===== src/rtl/tsr_pkg.sv =====
package tsr_pkg;
    typedef enum logic [1:0] {
        CTL_FIRST = 2'd0,
        CTL_DEAD  = 2'd1,
        CTL_LIVE  = 2'd2
    } ctl_state_t;
endpackage


===== src/rtl/tsr_chain.sv =====
module tsr_chain #(
    parameter int ROWS = 128
) (
    input  logic            clk,
    input  logic            rst_n,
    input  logic            shift,
    input  logic            ser_in,
    output logic [ROWS-1:0] stage,
    output logic            ser_out
);
    always_ff @(posedge clk or negedge rst_n) begin
        if (!rst_n)
            stage <= '0;
        else if (shift)
            stage <= {stage[ROWS-2:0], ser_in};
    end

    assign ser_out = stage[ROWS-1];

    AST_HOLD_WITHOUT_SHIFT: assert property (@(posedge clk) disable iff (!rst_n)
        !shift |=> $stable(stage));
endmodule


===== src/rtl/tsr_ctrl.sv =====
module tsr_ctrl
    import tsr_pkg::*;
#(
    parameter int ROWS = 128
) (
    input  logic clk,
    input  logic rst_n,
    input  logic ser_return,
    output logic shift,
    output logic tok_drive,
    output logic live,
    output logic upset_err
);
    localparam int CW = $clog2(ROWS);
    localparam logic [CW-1:0] LAST = CW'(ROWS - 1);

    ctl_state_t    state, state_nx;
    logic [CW-1:0] shift_cnt;
    logic          check_en, expect_tok;

    // state register
    always_ff @(posedge clk or negedge rst_n) begin
        if (!rst_n)
            state <= CTL_FIRST;
        else
            state <= state_nx;
    end

    always_comb begin
        state_nx = state;
        unique case (state)
            CTL_FIRST: state_nx = CTL_DEAD;
            CTL_DEAD:  state_nx = CTL_LIVE;
            CTL_LIVE:  state_nx = CTL_DEAD;
            default:   state_nx = CTL_FIRST;
        endcase
    end

    // outputs per state
    always_comb begin
        shift      = 1'b0;
        tok_drive  = 1'b0;
        live       = 1'b0;
        check_en   = 1'b0;
        expect_tok = 1'b0;
        unique case (state)
            CTL_FIRST: begin
                shift     = 1'b1;
                tok_drive = 1'b1;
            end
            CTL_DEAD: begin
                check_en   = 1'b1;
                expect_tok = (shift_cnt == '0);
            end
            CTL_LIVE: begin
                shift      = 1'b1;
                live       = 1'b1;
                tok_drive  = (shift_cnt == '0);
                check_en   = 1'b1;
                expect_tok = (shift_cnt == '0);
            end
            default: ;
        endcase
    end

    always_ff @(posedge clk or negedge rst_n) begin
        if (!rst_n)
            shift_cnt <= '0;
        else if (shift)
            shift_cnt <= (shift_cnt == LAST) ? '0 : shift_cnt + 1'b1;
    end

    always_ff @(posedge clk or negedge rst_n) begin
        if (!rst_n)
            upset_err <= 1'b0;
        else if (check_en && (ser_return != expect_tok))
            upset_err <= 1'b1;
    end

    AST_DRIVE_SINGLE: assert property (@(posedge clk) disable iff (!rst_n)
        tok_drive |=> !tok_drive);
    AST_ERR_STICKY: assert property (@(posedge clk) disable iff (!rst_n)
        upset_err |=> upset_err);
    AST_LIVE_NOT_TWICE: assert property (@(posedge clk) disable iff (!rst_n)
        live |=> !live);
endmodule


===== src/rtl/tsr_row_drive.sv =====
module tsr_row_drive #(
    parameter int ROWS = 128
) (
    input  logic [ROWS-1:0] stage,
    input  logic            live,
    input  logic            gate_strb,
    input  logic            clear_strb,
    output logic [ROWS-1:0] gate_row,
    output logic [ROWS-1:0] clear_row
);
    for (genvar r = 0; r < ROWS; r++) begin : g_row
        assign gate_row[r]  = stage[r] & live & gate_strb;
        assign clear_row[r] = stage[r] & live & clear_strb;
    end
endmodule


===== src/rtl/tsr_row_selector.sv =====
module tsr_row_selector #(
    parameter int ROWS = 128
) (
    input  logic            clk,
    input  logic            rst_n,
    input  logic            gate_strb,
    input  logic            clear_strb,
    input  logic            tok_in,
    output logic            tok_drive,
    output logic            tok_out,
    output logic [ROWS-1:0] gate_row,
    output logic [ROWS-1:0] clear_row,
    output logic            upset_err
);
    logic            shift, live;
    logic [ROWS-1:0] stage;

    tsr_ctrl #(.ROWS(ROWS)) u_ctrl (
        .clk        (clk),
        .rst_n      (rst_n),
        .ser_return (tok_out),
        .shift      (shift),
        .tok_drive  (tok_drive),
        .live       (live),
        .upset_err  (upset_err)
    );

    tsr_chain #(.ROWS(ROWS)) u_chain (
        .clk     (clk),
        .rst_n   (rst_n),
        .shift   (shift),
        .ser_in  (tok_in),
        .stage   (stage),
        .ser_out (tok_out)
    );

    tsr_row_drive #(.ROWS(ROWS)) u_drive (
        .stage      (stage),
        .live       (live),
        .gate_strb  (gate_strb),
        .clear_strb (clear_strb),
        .gate_row   (gate_row),
        .clear_row  (clear_row)
    );

    AST_GATE_BREAK: assert property (@(posedge clk) disable iff (!rst_n)
        (|gate_row) |=> !(|gate_row));
    AST_CLEAR_BREAK: assert property (@(posedge clk) disable iff (!rst_n)
        (|clear_row) |=> !(|clear_row));
    AST_RESET_EMPTY: assert property (@(posedge clk)
        !rst_n |-> (tok_out == 1'b0 && upset_err == 1'b0));
endmodule


===== config.mk =====
export PLATFORM = sky130hd
export DESIGN_NAME = tsr_row_selector
export DESIGN_NICKNAME = d
export VERILOG_FILES = /design/src/rtl/tsr_pkg.sv /design/src/rtl/tsr_chain.sv /design/src/rtl/tsr_ctrl.sv /design/src/rtl/tsr_row_drive.sv /design/src/rtl/tsr_row_selector.sv
export SDC_FILE = /design/constraint.sdc
export NUM_CORES = 1
export LEC_CHECK = 0
export BUFFER_PORTS_ARGS = -buffer_cell sky130_fd_sc_hd__buf_4
export CAP_MARGIN = 15
export CELL_PAD_IN_SITES_DETAIL_PLACEMENT = 1
export CELL_PAD_IN_SITES_GLOBAL_PLACEMENT = 2
export CORE_AREA = 2 2 151 183
export CTS_CLUSTER_SIZE = 30
export DETAILED_ROUTE_END_ITERATION = 16
export DIE_AREA = 0 0 153 185
export PLACE_DENSITY_LB_ADDON = 0.1
export RECOVER_POWER = 50
export SLEW_MARGIN = 20
export SYNTH_ARGS = -nofsm -noshare
export SYNTH_HDL_FRONTEND = slang
export SYNTH_SLANG_ARGS = --single-unit

===== constraint.sdc =====
create_clock -name clk -period 2.3 [get_ports clk]
set_clock_uncertainty 0.15 [all_clocks]
set_input_delay 0.115 -clock clk [delete_from_list [all_inputs] [get_ports clk]]
set_output_delay 0.115 -clock clk [all_outputs]
set_load 0.05 [all_outputs]

Word-level counts from Yosys, hierarchy flattened
Cells that the tools add are included.
{"block": "op_classes", "bitwise": 384, "n_reduce_logical": 5, "eq_ne": 4, "n_mux": 7, "n_addsub": 1}
{"operator": "$and 1x1->1", "n": 384}
{"operator": "$add 7x1->7 const B", "n": 1}
{"operator": "$eq 7x7->1 const B", "n": 1}
{"operator": "$logic_not 7->1", "n": 1}
{"operator": "$mux 7", "n": 1}
{"operator": "$mux 1", "n": 4}
{"operator": "$pmux 2 s2", "n": 1}
{"operator": "$reduce_or 2->1", "n": 2}
{"operator": "$eq 2x1->1 const B", "n": 1}
{"operator": "$eq 2x2->1 const B", "n": 1}
{"operator": "$logic_not 2->1", "n": 1}
{"operator": "$pmux 1 s2", "n": 1}
{"operator": "$logic_and 1x1->1", "n": 1}
{"operator": "$ne 1x1->1", "n": 1}
{"block": "word_totals", "register_bits": 138, "input_bits": 5, "wordCells": 405, "out_inout_bits": 259}

Logic depth before layout (Yosys ltp)
{"block": "depth", "depth_word": 5, "depth_mapped": 8}

By module
From an unflattened synthesis, not the netlist that was laid out.
{"block": "unflattened", "cells_unflattened": 632, "area_unflattened_um2": 7248.2}
{"module": "tsr_chain", "cells_each": 271, "instances": 1, "area_per_inst_um2": 4829.6}
{"module": "tsr_row_drive", "cells_each": 312, "instances": 1, "area_per_inst_um2": 1880.6}
{"module": "tsr_ctrl", "cells_each": 49, "instances": 1, "area_per_inst_um2": 538.0}

Worst setup path before layout
No wires, ideal clock.
{"block": "synth_timing", "path_kind": "flip-flop to output port", "startpoint": "register u_ctrl.state[0]", "endpoint": "output clear_row[0]", "stages_incl_launch_ff": 7, "arrival_ps": 1677, "path_slack_ps": 358, "required_time_ps": 2035, "n_path_buf": 3, "cell_sequence": "dfrtp_1 inv_1 ha_1 buf_2 clkbuf_1 clkbuf_1 and3_1"}
{"block": "synth_between", "elab_chain_cells": 4}
{"item": "start: declaration", "line_no": "tsr_ctrl.sv:17", "text": "ctl_state_t state, state_nx;"}
{"item": "start signal: assignment", "line_no": "tsr_ctrl.sv:26", "text": "state <= state_nx;"}
{"item": "$eq 2x2->1", "line_no": "tsr_ctrl.sv:46", "text": "unique case (state)"}
{"item": "$mux 1", "line_no": "tsr_ctrl.sv:46"}
{"item": "$and 1x1->1 (2 in series)", "line_no": "tsr_row_drive.sv:13", "text": "assign clear_row[r] = stage[r] & live & clear_strb;"}
{"item": "end: declaration", "line_no": "tsr_row_selector.sv:12", "text": "output logic [ROWS-1:0] clear_row,"}
Every way passes these cells.

Final worst setup path
{"block": "layout_timing", "startpoint": "register u_ctrl.shift_cnt[3]", "endpoint": "output tok_drive"}
{"block": "layout_between", "elab_chain_cells": 2}
{"item": "start: declaration", "line_no": "tsr_ctrl.sv:18", "text": "logic [CW-1:0] shift_cnt;"}
{"item": "start signal: assignment", "line_no": "tsr_ctrl.sv:70", "text": "shift_cnt <= (shift_cnt == LAST) ? '0 : shift_cnt + 1'b1;"}
{"item": "$logic_not 7->1", "line_no": "tsr_ctrl.sv:58", "text": "tok_drive = (shift_cnt == '0);"}
{"item": "$pmux 1 s2", "line_no": "tsr_ctrl.sv:46"}
{"item": "end: declaration", "line_no": "tsr_row_selector.sv:9", "text": "output logic tok_drive,"}
Every way passes these cells.

==> impl_metrics.sql <==
INSERT INTO impl_metrics (metric_group, metric, value, unit) VALUES
('power', 'ir_drop', '0.478', 'mV'),
('synthesis', 'synth.largest_area_cell', 'sky130_fd_sc_hd__dfrtp_1', ''),
('placed_design', 'port-buffer-count', '263', ''),
('synthesis', 'synth_cell_types', '27', ''),
('timing', 'rsz0062_at_grt', 'no', ''),
('floorplan', 'die_width', '153', 'um'),
('floorplan', 'coreArea', '26700', 'um2'),
('synthesis', 'yosysMostFrequentCell', 'sky130_fd_sc_hd__and3_1', ''),
('synthesis', 'main_area_contributors_after_synthesis', 'sky130_fd_sc_hd__dfrtp_1 (49%), sky130_fd_sc_hd__and3_1 (23%), sky130_fd_sc_hd__mux2_2 (20%), sky130_fd_sc_hd__clkbuf_1 (3.0%), sky130_fd_sc_hd__ha_1 (0.88%)', ''),
('worst_setup_path', 'crit_start', 'u_ctrl.shift_cnt[3]$_DFFE_PN0P_', ''),
('worst_setup_path', 'r2r-end', 'u_chain.stage[124]$_DFFE_PN0P_', ''),
('timing', 'final_count_of_pins_violating_max_slew', '0', ''),
('clock_tree', 'cts_num_sinks', '138', ''),
('worst_setup_path', 'r2r_slack', '0.16', 'ns'),
('layout', 'multi_input_comb_area', '3310', 'um2'),
('clock_tree', 'clock_insertion_delay_worst_skew', '0.41', 'ns'),
('routing', 'routedWlPerCell', '17.8', 'um'),
('timing', 'timing.slew.headroom', '6.90', '%'),
('synthesis', 'synth_seq_cells', '138', ''),
('layout', 'n_antenna_cell', '0', ''),
('synthesis', 'synth_top_area_share', '48.7', '%'),
('synthesis', 'synth-seq-area-share', '48.7', '%'),
('routing', 'post_drt_via_cell_ratio', '4.77', ''),
('clock_tree', 'cts.clk_slew.worst_paths', '0.06', 'ns'),
('synthesis', 'syn_nets', '645', ''),
('clock_tree', 'cts_made_buffers', '17', ''),
('min_path', 'hold_depth', '1', ''),
('worst_setup_path', 'criticalPathCategory', 'register to output port', ''),
('timing', 'worst_pin_slew', '1.40', 'ns'),
('job', 'maximum_capacitance_violations', '0', ''),
('worst_setup_path', 'timing.critical_path.required', '2.04', 'ns'),
('worst_setup_path', 'worstReg2RegStart', 'u_ctrl.state[1]$_DFF_PN0_', ''),
('synthesis', 'synth_common_cells', 'sky130_fd_sc_hd__and3_1 (256), sky130_fd_sc_hd__dfrtp_1 (138), sky130_fd_sc_hd__mux2_2 (128)', ''),
('layout', 'layout.cells.non_filler', '1210', ''),
('layout', 'area.sequential', '3450', 'um2'),
('global_route', 'globalRouteTotalUtil', '14.7', '%'),
('synthesis', 'synth.avg_cell_area', '11.2', 'um2'),
('routing', 'antenna_left', '0', ''),
('synthesis', 'synth_flop_cell', 'sky130_fd_sc_hd__dfrtp_1', ''),
('synthesis', 'netlist_instances', '635', ''),
('power', 'power_density', '540', 'nW/um2'),
('floorplan', 'floorplan.io_pins', '264', ''),
('timing', 'tns', '0', 'ns'),
('clock_tree', 'cts_root_buffer', 'sky130_fd_sc_hd__clkbuf_16', ''),
('worst_setup_path', 'setup.worst_path.start_class', 'register', ''),
('clock_tree', 'cts_buffer_depth', '2', ''),
('routing', 'detailedRoute.firstIterationViolations', '207', ''),
('status', 'run_status', 'completed', ''),
('timing', 'min_period_over_period', '94.6', '%'),
('routing', 'num_vias', '5768', ''),
('min_path', 'hold-path-endpoint', 'u_ctrl.upset_err$_DFFE_PN0P_', ''),
('floorplan', 'floorplan.rows', '66', ''),
('routing', 'first_pass_iters', '4', ''),
('placed_design', 'dp_hpwl', '14900', 'um'),
('floorplan', 'die_area', '28300', 'um2'),
('placed_design', 'gp_routability_congestion', '0.700', ''),
('timing', 'max_clock_freq', '460', 'MHz'),
('layout', 'share_of_cells_above_drive_strength_1', '49.5', '%'),
('worst_setup_path', 'r2r_cells', '5', ''),
('global_route', 'number_of_antenna_violations_at_the_first_check_in_global_routing', '0', ''),
('timing', 'setup_viol', '0', ''),
('clock_tree', 'clock_h_tree_levels', '4', ''),
('layout', 'fillCellCount', '2941', ''),
('timing', 'final.min_clock_period', '2.18', 'ns'),
('layout', 'num-nets-final', '868', ''),
('global_route', 'first_pass_grt_wire_length', '33400', 'um'),
('global_route', 'grt_pass1_vias', '6069', ''),
('routing', 'wirelength', '21600', 'um'),
('worst_setup_path', 'critical_path_arrival', '1.91', 'ns'),
('min_path', 'worst_hold_path_type', 'register to register', ''),
('routing', 'detail_route.drc_violations', '0', '');
-- state kept, by name, summed over array words and instances, names as in the netlist --
| register | flops |
|---|---|
| u_ctrl.upset_err | 1 |
| u_ctrl.shift_cnt | 7 |
| u_ctrl.state | 2 |
| u_chain.stage | 128 |
-- cell type report --
cell class                      count  area share (%)
Clock buffer                       19            4.34
Clock inverter                     12            1.65
Inverter                            6           0.226
Multi-Input combinational cell    419            33.1
Sequential cell                   138            34.6
Tap cell                          340            4.26
Timing Repair Buffer              276            21.8
-- placed cells by master, fill, tap and decap left out, types with 4 or more instances in the layout --
cell / n
sky130_fd_sc_hd__ha_1: 4
sky130_fd_sc_hd__clkbuf_16: 18
sky130_fd_sc_hd__and3_1: 256
sky130_fd_sc_hd__nor2_1: 4
sky130_fd_sc_hd__dfrtp_1: 138
sky130_fd_sc_hd__inv_6: 4
sky130_fd_sc_hd__nand2_1: 4
sky130_fd_sc_hd__mux2_2: 128
sky130_fd_sc_hd__inv_1: 6
sky130_fd_sc_hd__buf_4: 260
sky130_fd_sc_hd__buf_12: 5
sky130_fd_sc_hd__clkbuf_1: 4
-- repair_timing --
| action | 4_1_cts | 5_1_grt |
|---|---|---|
| hold buffers | 2 | 0 |
| resized for setup | 1 | 5 |
| pin swaps | 0 | 1 |
| hold endpoints to repair | 139 | 0 |
| setup endpoints to repair | 4 | 158 |
| setup buffers | 0 | 0 |
| cloned | 0 | 1 |
-- worst max path at each step --
stage,end,slack [ns],depth (start not counted)
after floorplan,clear_row[0],0.36,6
after global placement,u_chain.stage[61]$_DFFE_PN0P_,0.41,5
after detailed placement,u_chain.stage[80]$_DFFE_PN0P_,0.36,5
after CTS,clear_row[66],0.0004,5
after global routing,u_chain.stage[120]$_DFFE_PN0P_,0.005,5
final,tok_drive,0.12,4
-- critical path: stages (launching register included) --
cell and delay [ns]:
sky130_fd_sc_hd__dfrtp_1 0.43, sky130_fd_sc_hd__or4_4 0.57, sky130_fd_sc_hd__nor2_1 0.15, sky130_fd_sc_hd__a21o_1 0.16
sky130_fd_sc_hd__buf_4 0.20
-- metrics by stage --
| step | cell area [um2] | hold slack (ns) | setup WS [ns] | util (%) |
|---|---|---|---|---|
| 6_report | 9980 | 0.322 | 0.124 | 37.4 |
| 5_1_grt | 9980 | 0.344 | 0.00516 | 37.4 |
| 4_1_cts | 9980 | 0.0841 | 0.000374 | 37.4 |
| 3_5_place_dp | 9360 | -0.0307 | 0.362 | 35.1 |
| 3_3_place_gp | 9360 | -0.0369 | 0.409 | 35.1 |
| 2_1_floorplan | 7090 | -0.331 | 0.358 | - |
-- cells by family (layout without fill, tap and decap cells) --
kind of cell               after synthesis  count (layout)  synth area share (%)
muxes                                  128             128                  20.3
DFF                                    138             138                  48.7
xor gates and xnor gates                 4               4                 0.494
and+or+nand+nor                        271             271                  23.7
buffers and inverters                   78             313                  4.71
adders and majority gates                5               5                 0.883
AOI/OAI and AO/OA                       11              11                  1.11
-- power breakdown --
part / internal, mW / switching, mW / leakage, nW / total [mW]
combinational: 0.0357 / 0.108 / 3.91 / 0.144
clock: 1.72 / 1.05 / 0.281 / 2.77
sequential: 2.45 / 0.0297 / 1.85 / 2.48
total: 4.20 / 1.19 / 6.05 / 5.39
-- routing by layer --
metal / up-vias / track usage (%) / wire, um
met4: 0 / 5.33 / 367
met1: 2855 / 17.8 / 9300
li1: 2722 / - / -
met3: 23 / 3.58 / 1100
met5: - / 0 / 0
met2: 168 / 25.6 / 10800
Power figures use the tool's default switching activity.
